`src/rtl/gpio_port_pkg.sv`:
```
package gpio_port_pkg;

  localparam int unsigned BUS_W = 32;

  localparam logic [7:0] OFS_DOUT = 8'h00;
  localparam logic [7:0] OFS_SET  = 8'h04;
  localparam logic [7:0] OFS_CLR  = 8'h08;
  localparam logic [7:0] OFS_TOG  = 8'h0C;
  localparam logic [7:0] OFS_DIN  = 8'h10;
  localparam logic [7:0] OFS_DIR  = 8'h14;

  typedef enum logic [2:0] {
    SEL_DOUT = 3'd0,
    SEL_SET  = 3'd1,
    SEL_CLR  = 3'd2,
    SEL_TOG  = 3'd3,
    SEL_DIN  = 3'd4,
    SEL_DIR  = 3'd5,
    SEL_NONE = 3'd6
  } reg_sel_e;

  typedef struct packed {
    logic dout;
    logic set;
    logic clr;
    logic tog;
    logic dir;
  } wr_strobe_t;

endpackage

```
`src/rtl/gpio_addr_decode.sv`:
```
module gpio_addr_decode
  import gpio_port_pkg::*;
#(
  parameter int unsigned ADDR_W = 8
) (
  input  logic              clk,
  input  logic              rst_n,
  input  logic [ADDR_W-1:0] addr,
  input  logic              wr_en,
  output reg_sel_e          sel,
  output wr_strobe_t        wstb
);

  always_comb begin
    sel = SEL_NONE;
    if (ADDR_W <= 8 || addr[ADDR_W-1:0] < ADDR_W'(256)) begin
      unique case (8'(addr))
        OFS_DOUT: sel = SEL_DOUT;
        OFS_SET:  sel = SEL_SET;
        OFS_CLR:  sel = SEL_CLR;
        OFS_TOG:  sel = SEL_TOG;
        OFS_DIN:  sel = SEL_DIN;
        OFS_DIR:  sel = SEL_DIR;
        default:  sel = SEL_NONE;
      endcase
    end
  end

  always_comb begin
    wstb      = '0;
    wstb.dout = wr_en && (sel == SEL_DOUT);
    wstb.set  = wr_en && (sel == SEL_SET);
    wstb.clr  = wr_en && (sel == SEL_CLR);
    wstb.tog  = wr_en && (sel == SEL_TOG);
    wstb.dir  = wr_en && (sel == SEL_DIR);
  end

  // at most one register is written per cycle, none without a strobe
  p_single_wr_r10: assert property (@(posedge clk) disable iff (!rst_n)
    $onehot0(wstb) && (!wr_en -> (wstb == '0)));

endmodule

```
`src/rtl/gpio_out_latch.sv`:
```
module gpio_out_latch
  import gpio_port_pkg::*;
#(
  parameter int unsigned NUM_PINS = 32
) (
  input  logic                clk,
  input  logic                rst_n,
  input  wr_strobe_t          wstb,
  input  logic [NUM_PINS-1:0] wdata,
  output logic [NUM_PINS-1:0] lat_q,
  output logic [NUM_PINS-1:0] dir_q
);

  logic [NUM_PINS-1:0] lat_d;

  always_comb begin
    lat_d = lat_q;
    if (wstb.dout) lat_d = wdata;
    if (wstb.set)  lat_d = lat_q | wdata;
    if (wstb.clr)  lat_d = lat_q & ~wdata;
    if (wstb.tog)  lat_d = lat_q ^ wdata;
  end

  always_ff @(posedge clk or negedge rst_n) begin
    if (!rst_n) begin
      lat_q <= '0;
      dir_q <= '0;
    end else begin
      lat_q <= lat_d;
      if (wstb.dir) dir_q <= wdata;
    end
  end

  p_set_bits_r4: assert property (@(posedge clk) disable iff (!rst_n)
    wstb.set |=> ((lat_q & $past(wdata)) == $past(wdata)) &&
                 ((lat_q & ~$past(wdata)) == ($past(lat_q) & ~$past(wdata))));

  p_clr_bits_r5: assert property (@(posedge clk) disable iff (!rst_n)
    wstb.clr |=> ((lat_q & $past(wdata)) == '0) &&
                 ((lat_q & ~$past(wdata)) == ($past(lat_q) & ~$past(wdata))));

  p_tog_bits_r6: assert property (@(posedge clk) disable iff (!rst_n)
    wstb.tog |=> ((lat_q ^ $past(lat_q)) == $past(wdata)));

  p_hold_latch_r3: assert property (@(posedge clk) disable iff (!rst_n)
    !(wstb.dout || wstb.set || wstb.clr || wstb.tog) |=> $stable(lat_q));

  p_hold_dir_r2: assert property (@(posedge clk) disable iff (!rst_n)
    !wstb.dir |=> $stable(dir_q));

endmodule

```
`src/rtl/gpio_in_sync.sv`:
```
module gpio_in_sync #(
  parameter int unsigned NUM_PINS = 32,
  parameter int unsigned STAGES   = 2
) (
  input  logic                clk,
  input  logic                rst_n,
  input  logic [NUM_PINS-1:0] pad_i,
  output logic [NUM_PINS-1:0] sync_o
);

  logic [NUM_PINS-1:0] stg_q [STAGES];

  generate
    for (genvar s = 0; s < STAGES; s++) begin : g_stage
      if (s == 0) begin : g_first
        always_ff @(posedge clk or negedge rst_n) begin
          if (!rst_n) stg_q[0] <= '0;
          else        stg_q[0] <= pad_i;
        end
      end else begin : g_next
        always_ff @(posedge clk or negedge rst_n) begin
          if (!rst_n) stg_q[s] <= '0;
          else        stg_q[s] <= stg_q[s-1];
        end
      end
    end
  endgenerate

  assign sync_o = stg_q[STAGES-1];

  // settling counter used only by the check below
  logic [1:0] warm_q;
  always_ff @(posedge clk or negedge rst_n) begin
    if (!rst_n)              warm_q <= '0;
    else if (warm_q != 2'd3) warm_q <= warm_q + 2'd1;
  end

  // the first stage follows the pad one clock later
  p_sync_first_r8: assert property (@(posedge clk) disable iff (!rst_n || warm_q != 2'd3)
    stg_q[0] == $past(pad_i));

endmodule

```
`src/rtl/gpio_port_regs.sv`:
```
module gpio_port_regs
  import gpio_port_pkg::*;
#(
  parameter int unsigned NUM_PINS    = 32,
  parameter int unsigned ADDR_W      = 8,
  parameter int unsigned SYNC_STAGES = 2
) (
  input  logic                clk,
  input  logic                rst_n,
  input  logic [ADDR_W-1:0]   addr,
  input  logic                wr_en,
  input  logic [31:0]         wr_data,
  input  logic                rd_en,
  output logic [31:0]         rd_data,
  input  logic [NUM_PINS-1:0] pin_in,
  output logic [NUM_PINS-1:0] pin_out,
  output logic [NUM_PINS-1:0] pin_oe
);

  reg_sel_e            sel;
  wr_strobe_t          wstb;
  logic [NUM_PINS-1:0] lat_q;
  logic [NUM_PINS-1:0] dir_q;
  logic [NUM_PINS-1:0] pin_sync;
  logic [BUS_W-1:0]    rd_mux;

  gpio_addr_decode #(.ADDR_W(ADDR_W)) u_dec (
    .clk   (clk),
    .rst_n (rst_n),
    .addr  (addr),
    .wr_en (wr_en),
    .sel   (sel),
    .wstb  (wstb)
  );

  gpio_out_latch #(.NUM_PINS(NUM_PINS)) u_lat (
    .clk   (clk),
    .rst_n (rst_n),
    .wstb  (wstb),
    .wdata (wr_data[NUM_PINS-1:0]),
    .lat_q (lat_q),
    .dir_q (dir_q)
  );

  gpio_in_sync #(.NUM_PINS(NUM_PINS), .STAGES(SYNC_STAGES)) u_sync (
    .clk    (clk),
    .rst_n  (rst_n),
    .pad_i  (pin_in),
    .sync_o (pin_sync)
  );

  assign pin_out = lat_q;
  assign pin_oe  = dir_q;

  always_comb begin
    rd_mux = '0;
    unique case (sel)
      SEL_DOUT: rd_mux[NUM_PINS-1:0] = lat_q;
      SEL_DIN:  rd_mux[NUM_PINS-1:0] = pin_sync;
      SEL_DIR:  rd_mux[NUM_PINS-1:0] = dir_q;
      default:  rd_mux = '0;
    endcase
  end

  always_ff @(posedge clk or negedge rst_n) begin
    if (!rst_n)     rd_data <= '0;
    else if (rd_en) rd_data <= rd_mux;
  end

  // write-only aliases and unmapped offsets read as zero
  p_rd_zero_r7: assert property (@(posedge clk) disable iff (!rst_n)
    rd_en && (sel inside {SEL_SET, SEL_CLR, SEL_TOG, SEL_NONE}) |=> rd_data == '0);

  // read data holds between reads
  p_rd_hold_r12: assert property (@(posedge clk) disable iff (!rst_n)
    !rd_en |=> $stable(rd_data));

endmodule

```
`config.mk`:
```
export PLATFORM = sky130hd
export DESIGN_NAME = gpio_port_regs
export DESIGN_NICKNAME = d
export VERILOG_FILES = /design/src/rtl/gpio_port_pkg.sv /design/src/rtl/gpio_addr_decode.sv /design/src/rtl/gpio_out_latch.sv /design/src/rtl/gpio_in_sync.sv /design/src/rtl/gpio_port_regs.sv
export SDC_FILE = /design/constraint.sdc
export NUM_CORES = 1
export LEC_CHECK = 0
export BUFFER_PORTS_ARGS = -buffer_cell sky130_fd_sc_hd__buf_4
export CAP_MARGIN = 20
export CORE_MARGIN = 1
export CORE_UTILIZATION = 26
export CTS_CLUSTER_DIAMETER = 50
export DETAILED_ROUTE_END_ITERATION = 8
export GPL_TIMING_DRIVEN = 0
export PLACE_DENSITY = 0.47
export SLEW_MARGIN = 20
export SYNTH_ARGS = -nofsm -noshare
export SYNTH_HDL_FRONTEND = slang
export SYNTH_SLANG_ARGS = --single-unit
```
`constraint.sdc`:
```
create_clock -name clk -period 1.8 [get_ports clk]
set_input_delay 0.27 -clock clk [delete_from_list [all_inputs] [get_ports clk]]
set_output_delay 0.27 -clock clk [all_outputs]
set_load 0.02 [all_outputs]
```
==> impl_summary.md <==
Run status
The flow ran to the end, and the final reports show no timing, DRC or antenna violations.

Timing
The slew at the pin closest to its max-slew limit is 0.920 ns. Adding up every negative setup slack in the final design gives 0 ns. The number of pins exceeding their max-slew limit in the final report is 0. Of the available clock period, the critical path in the final layout requires 93.0%. The worst path in the final design needs a cycle of 1.67 ns, including I/O delays and setup. The remaining max-slew budget at the tightest pin is 38.7%. The count of final hold-check violations came to 0. For this run, the top clock speed supported by timing is 598 MHz. Setup repair after global routing left no endpoint under its margin. The worst clock skew is 0.0107 ns. Setup violations remaining at the end of the flow were counted as 0.

Clocking
The H-tree was split into 4 levels. TritonCTS built the clock tree. The maximum clock insertion buffer count is 2. The post-CTS setup-driven buffer insertion count is 0. CTS saw 160 sinks.

The insertion delay to the later sink of the worst-skew pair is 0.42 ns. The clock edge transition at the registers on the reported setup and hold paths is 0.07 ns. In this run the clock root is driven by a clkbuf_16.

The number of clock buffers added by TritonCTS is 17.

Logic synthesis
For this run, the leading register cell type out of synthesis is dfrtp_1. The average instance in the mapped netlist occupies 12.9 sq um. In this run, synthesis produced a sequential element count of 160.

For this run, the register share of the synthesized area comes to 50.7%. The area of the mapped netlist is 7890 sq um. Yosys attributes the largest share of cell area to dfrtp_1 (51%), mux2_2 (11%), ha_1 (10%), mux4_2 (5.7%), inv_1 (5.5%).

The library cell with the highest instance count after synthesis is dfrtp_1. After synthesis, the netlist uses 22 different library cells. In the synthesized netlist the async set-or-reset flop fraction comes to 100%. Yosys mapped a number of flops with a built-in enable equal to 0. By count the netlist is led by dfrtp_1 (160), inv_1 (116), mux2_2 (78).

Counting every net in the synthesized netlist gives 752. The number of warnings issued by yosys is 0. dfrtp_1 takes more of the synthesized area than any other cell. After synthesis, the largest area contributor takes up 50.7% of total cell area. The cell count after synthesis is 612.

Worst setup path
The cell type of the slowest stage on the worst timing path is or4_4. The largest incremental delay on the critical path is 0.54 ns. For the worst setup path, the data required time is 2.11 ns.

The worst setup path is launched from an input pin. The worst setup path is of the in2reg kind. The startpoint of the most critical register-to-register path is u_lat.lat_q[26]. The setup slack of the most critical reg-to-reg path is 0.18 ns.

The buffer and inverter count on the worst path is 2. The arrival time at the worst endpoint is 1.98 ns. The worst setup path is captured at a flop.

In this run the critical register-to-register path is captured at u_lat.lat_q[26]. The endpoint of the worst setup timing path is u_lat.lat_q[13]. The instance count on the critical path is 5. The critical path launch point is addr[5]. Grouping stages by cell kind, the critical path spends the most delay in simple AND/OR/NAND/NOR gates. In this run the worst path has a maximum fanout of 10. The depth of the worst register-to-register path is 4. Walking the worst path, the cells encountered are buf_4 -> or4_4 -> nor4b_4 -> buf_6 -> mux2_4.

Global route
The number of global-route vias before repair came to 5561. The global-route track usage on met1 is 20.9%. The global routing met2 resource utilization is 24.1%.

After global routing the overflow that remains totals 0. Entering global routing, the biggest net connects 90 pins. The all-layer global routing usage is 15.2%. Global routing consumed, on the met3 layer, 3.51% of the routing resources. The most heavily used metal layer in global routing is met2. The initial antenna violation count is 1. The first global-routing pass estimated 34800 um of wire.

Drt
The count of unresolved DRC violations after routing is 0. Summing over every cut layer, the via total after detailed routing is 5379. In the routed layout, each cell is associated on average with a via count of 4.36. The first TritonRoute pass finished after 4 iterations. The initial DRC count is 212. The overall routed net length is 22300 um. Dividing the detail-routed wire length by the instance count gives 18.1 um. Once detail routing completed, the nets flagged for antenna violations numbered 0.

Pwr
The internal portion of the total power is 6.51 mW. Per report_power, the sequential group accounts for 43.8% of the total. Of the total power, combinational logic draws 16.3%. VDD sags by at most 0.581 mV.

Per report_power, the clock group accounts for 39.9% of the total. The cell leakage power is 5.13 nW. The switching power is 2.54 mW. Of the total power, the share spent switching nets is 28.1%.

In this run the power density over the cells is 855 nW/um^2.

Floorplan
From left edge to right edge, the die measures 176 um. 172 I/O pins were placed. The floorplan step defined a die boundary enclosing 31100 sq um. After floorplanning, the core was divided into 63 placement rows. The starting density of the core is 26.6%.

The vertical die dimension is 176 um. The core region is 29700 sq um.

Job
The number of maximum-capacitance constraint violations is 0.

Cells and area
The layout overhead on the synthesized area is 34.1%. The fraction of final layout cells with drive strength greater than 1 is 39.8%. The count of inserted antenna diode cells is 0.

Once layout is complete, the cells apart from fillers number 1235. At the end of the flow the core is filled with cells to 35.6%. The number of nets in the layout is 972.

Placement
Detailed placement finished with a half-perimeter wire length of 15500 um. Port buffering added 167 buffers. The congestion estimate from routability-driven global placement came to 0.740. The placed cell count is 1170.

Hold path
The type of the worst min-delay path is in2reg.
-- worst reg2reg max path, delay by kind of cell, from the launching register on --
| kind | cells | cell delay [ns] |
|---|---|---|
| muxes | 2 | 0.72 |
| DFF | 1 | 0.45 |
| adders and majority gates | 1 | 0.27 |
| buffers and inverters | 1 | 0.07 |
-- cell families (layout without fill, tap and decap cells) --
family                   Yosys count  count (layout)  share of synthesized area [%]
flip-flops                       160             160                           50.7
buffers and inverters            151             384                           7.66
multiplexers                     128             128                           21.8
AO/OA/AOI/OAI                     76              76                           6.91
adder cells (fa/ha/maj)           64              64                           10.1
AND/OR/NAND/NOR                   33              33                           2.77
-- power groups by stage --
| stage | Clock [mW] | Combinational, mW | Sequential, mW |
|---|---|---|---|
| 2_1_floorplan | 0 | 0.667 | 4.14 |
| 3_3_place_gp | 0 | 1.41 | 4.04 |
| 3_5_place_dp | 0 | 1.44 | 4.04 |
| 4_1_cts | 3.73 | 1.51 | 3.97 |
| 5_1_grt | 3.88 | 1.64 | 4.00 |
| 6_report | 3.61 | 1.48 | 3.97 |
-- worst min-delay path by stage --
stage / to / start / slack, ns / cells after the start
after floorplan: rd_data[0] / rst_n / -0.03 / 0
after global placement: u_sync.sync_o[30] / u_sync.stg_q[62] / 0.33 / 0
after detailed placement: u_sync.sync_o[27] / rst_n / 0.28 / 1
after CTS: u_lat.dir_q[12] / wr_data[12] / 0.07 / 2
after global routing: u_lat.dir_q[12] / wr_data[12] / 0.08 / 2
final: u_lat.dir_q[27] / wr_data[27] / 0.09 / 2
-- sequential cells by signal (all words and copies together) (netlist names) --
register / count
u_sync.sync_o: 32
u_lat.dir_q: 32
rd_data: 32
u_lat.lat_q: 32
u_sync.stg_q: 32
-- repair_timing --
| action | CTS | global route |
|---|---|---|
| endpoints found under the hold margin | 103 | 0 |
| endpoints found under the setup margin | 17 | 9 |
| resized for setup | 4 | 4 |
| hold buffers | 33 | 0 |
-- cells in the final DEF, fill, tap and decap left out, types with 4 or more instances in the layout --
master and instances:
dfrtp_1 160, a22oi_1 32, mux4_2 20, nor2b_1 24, mux2_2 78, inv_1 116, mux2_4 18, o32ai_1 12
ha_1 64, buf_2 11, clkbuf_1 14, mux2i_1 12, buf_4 167, o22ai_1 32, dlygate4sd3_1 33, clkinvlp_4 5
clkbuf_16 17, inv_6 4
-- per-stage QoR --
stage	hold WS [ns]	area [sq um]	total power, mW	worst slack (ns)
CTS	0.0737	10600	9.21	0.0685
global placement	0.332	9630	5.44	-0.619
floorplan	-0.0256	7890	4.80	-0.0154
finish	0.0891	10600	9.05	0.127
detailed placement	0.277	9670	5.48	-0.629
global route	0.0785	10600	9.53	0.0188
-- area by class of cell --
| class | count | area (sq um) |
|---|---|---|
| fillers | 2996 | 19100 |
| flip-flops and latches | 160 | 4000 |
| multi-input cells | 301 | 3280 |
| repair buffers | 201 | 1620 |
| well taps | 390 | 488 |
| clock buffers | 19 | 443 |
| inverters | 116 | 435 |
| plain buffers | 35 | 183 |
| clock inverters | 13 | 129 |
-- routing by layer --
metal	routed length [um]	up-vias
met5	12	-
met4	182	2
met3	1060	12
met2	10400	125
met1	10700	2699
li1	-	2541
Note: power is estimated with default switching activity, not from simulation.
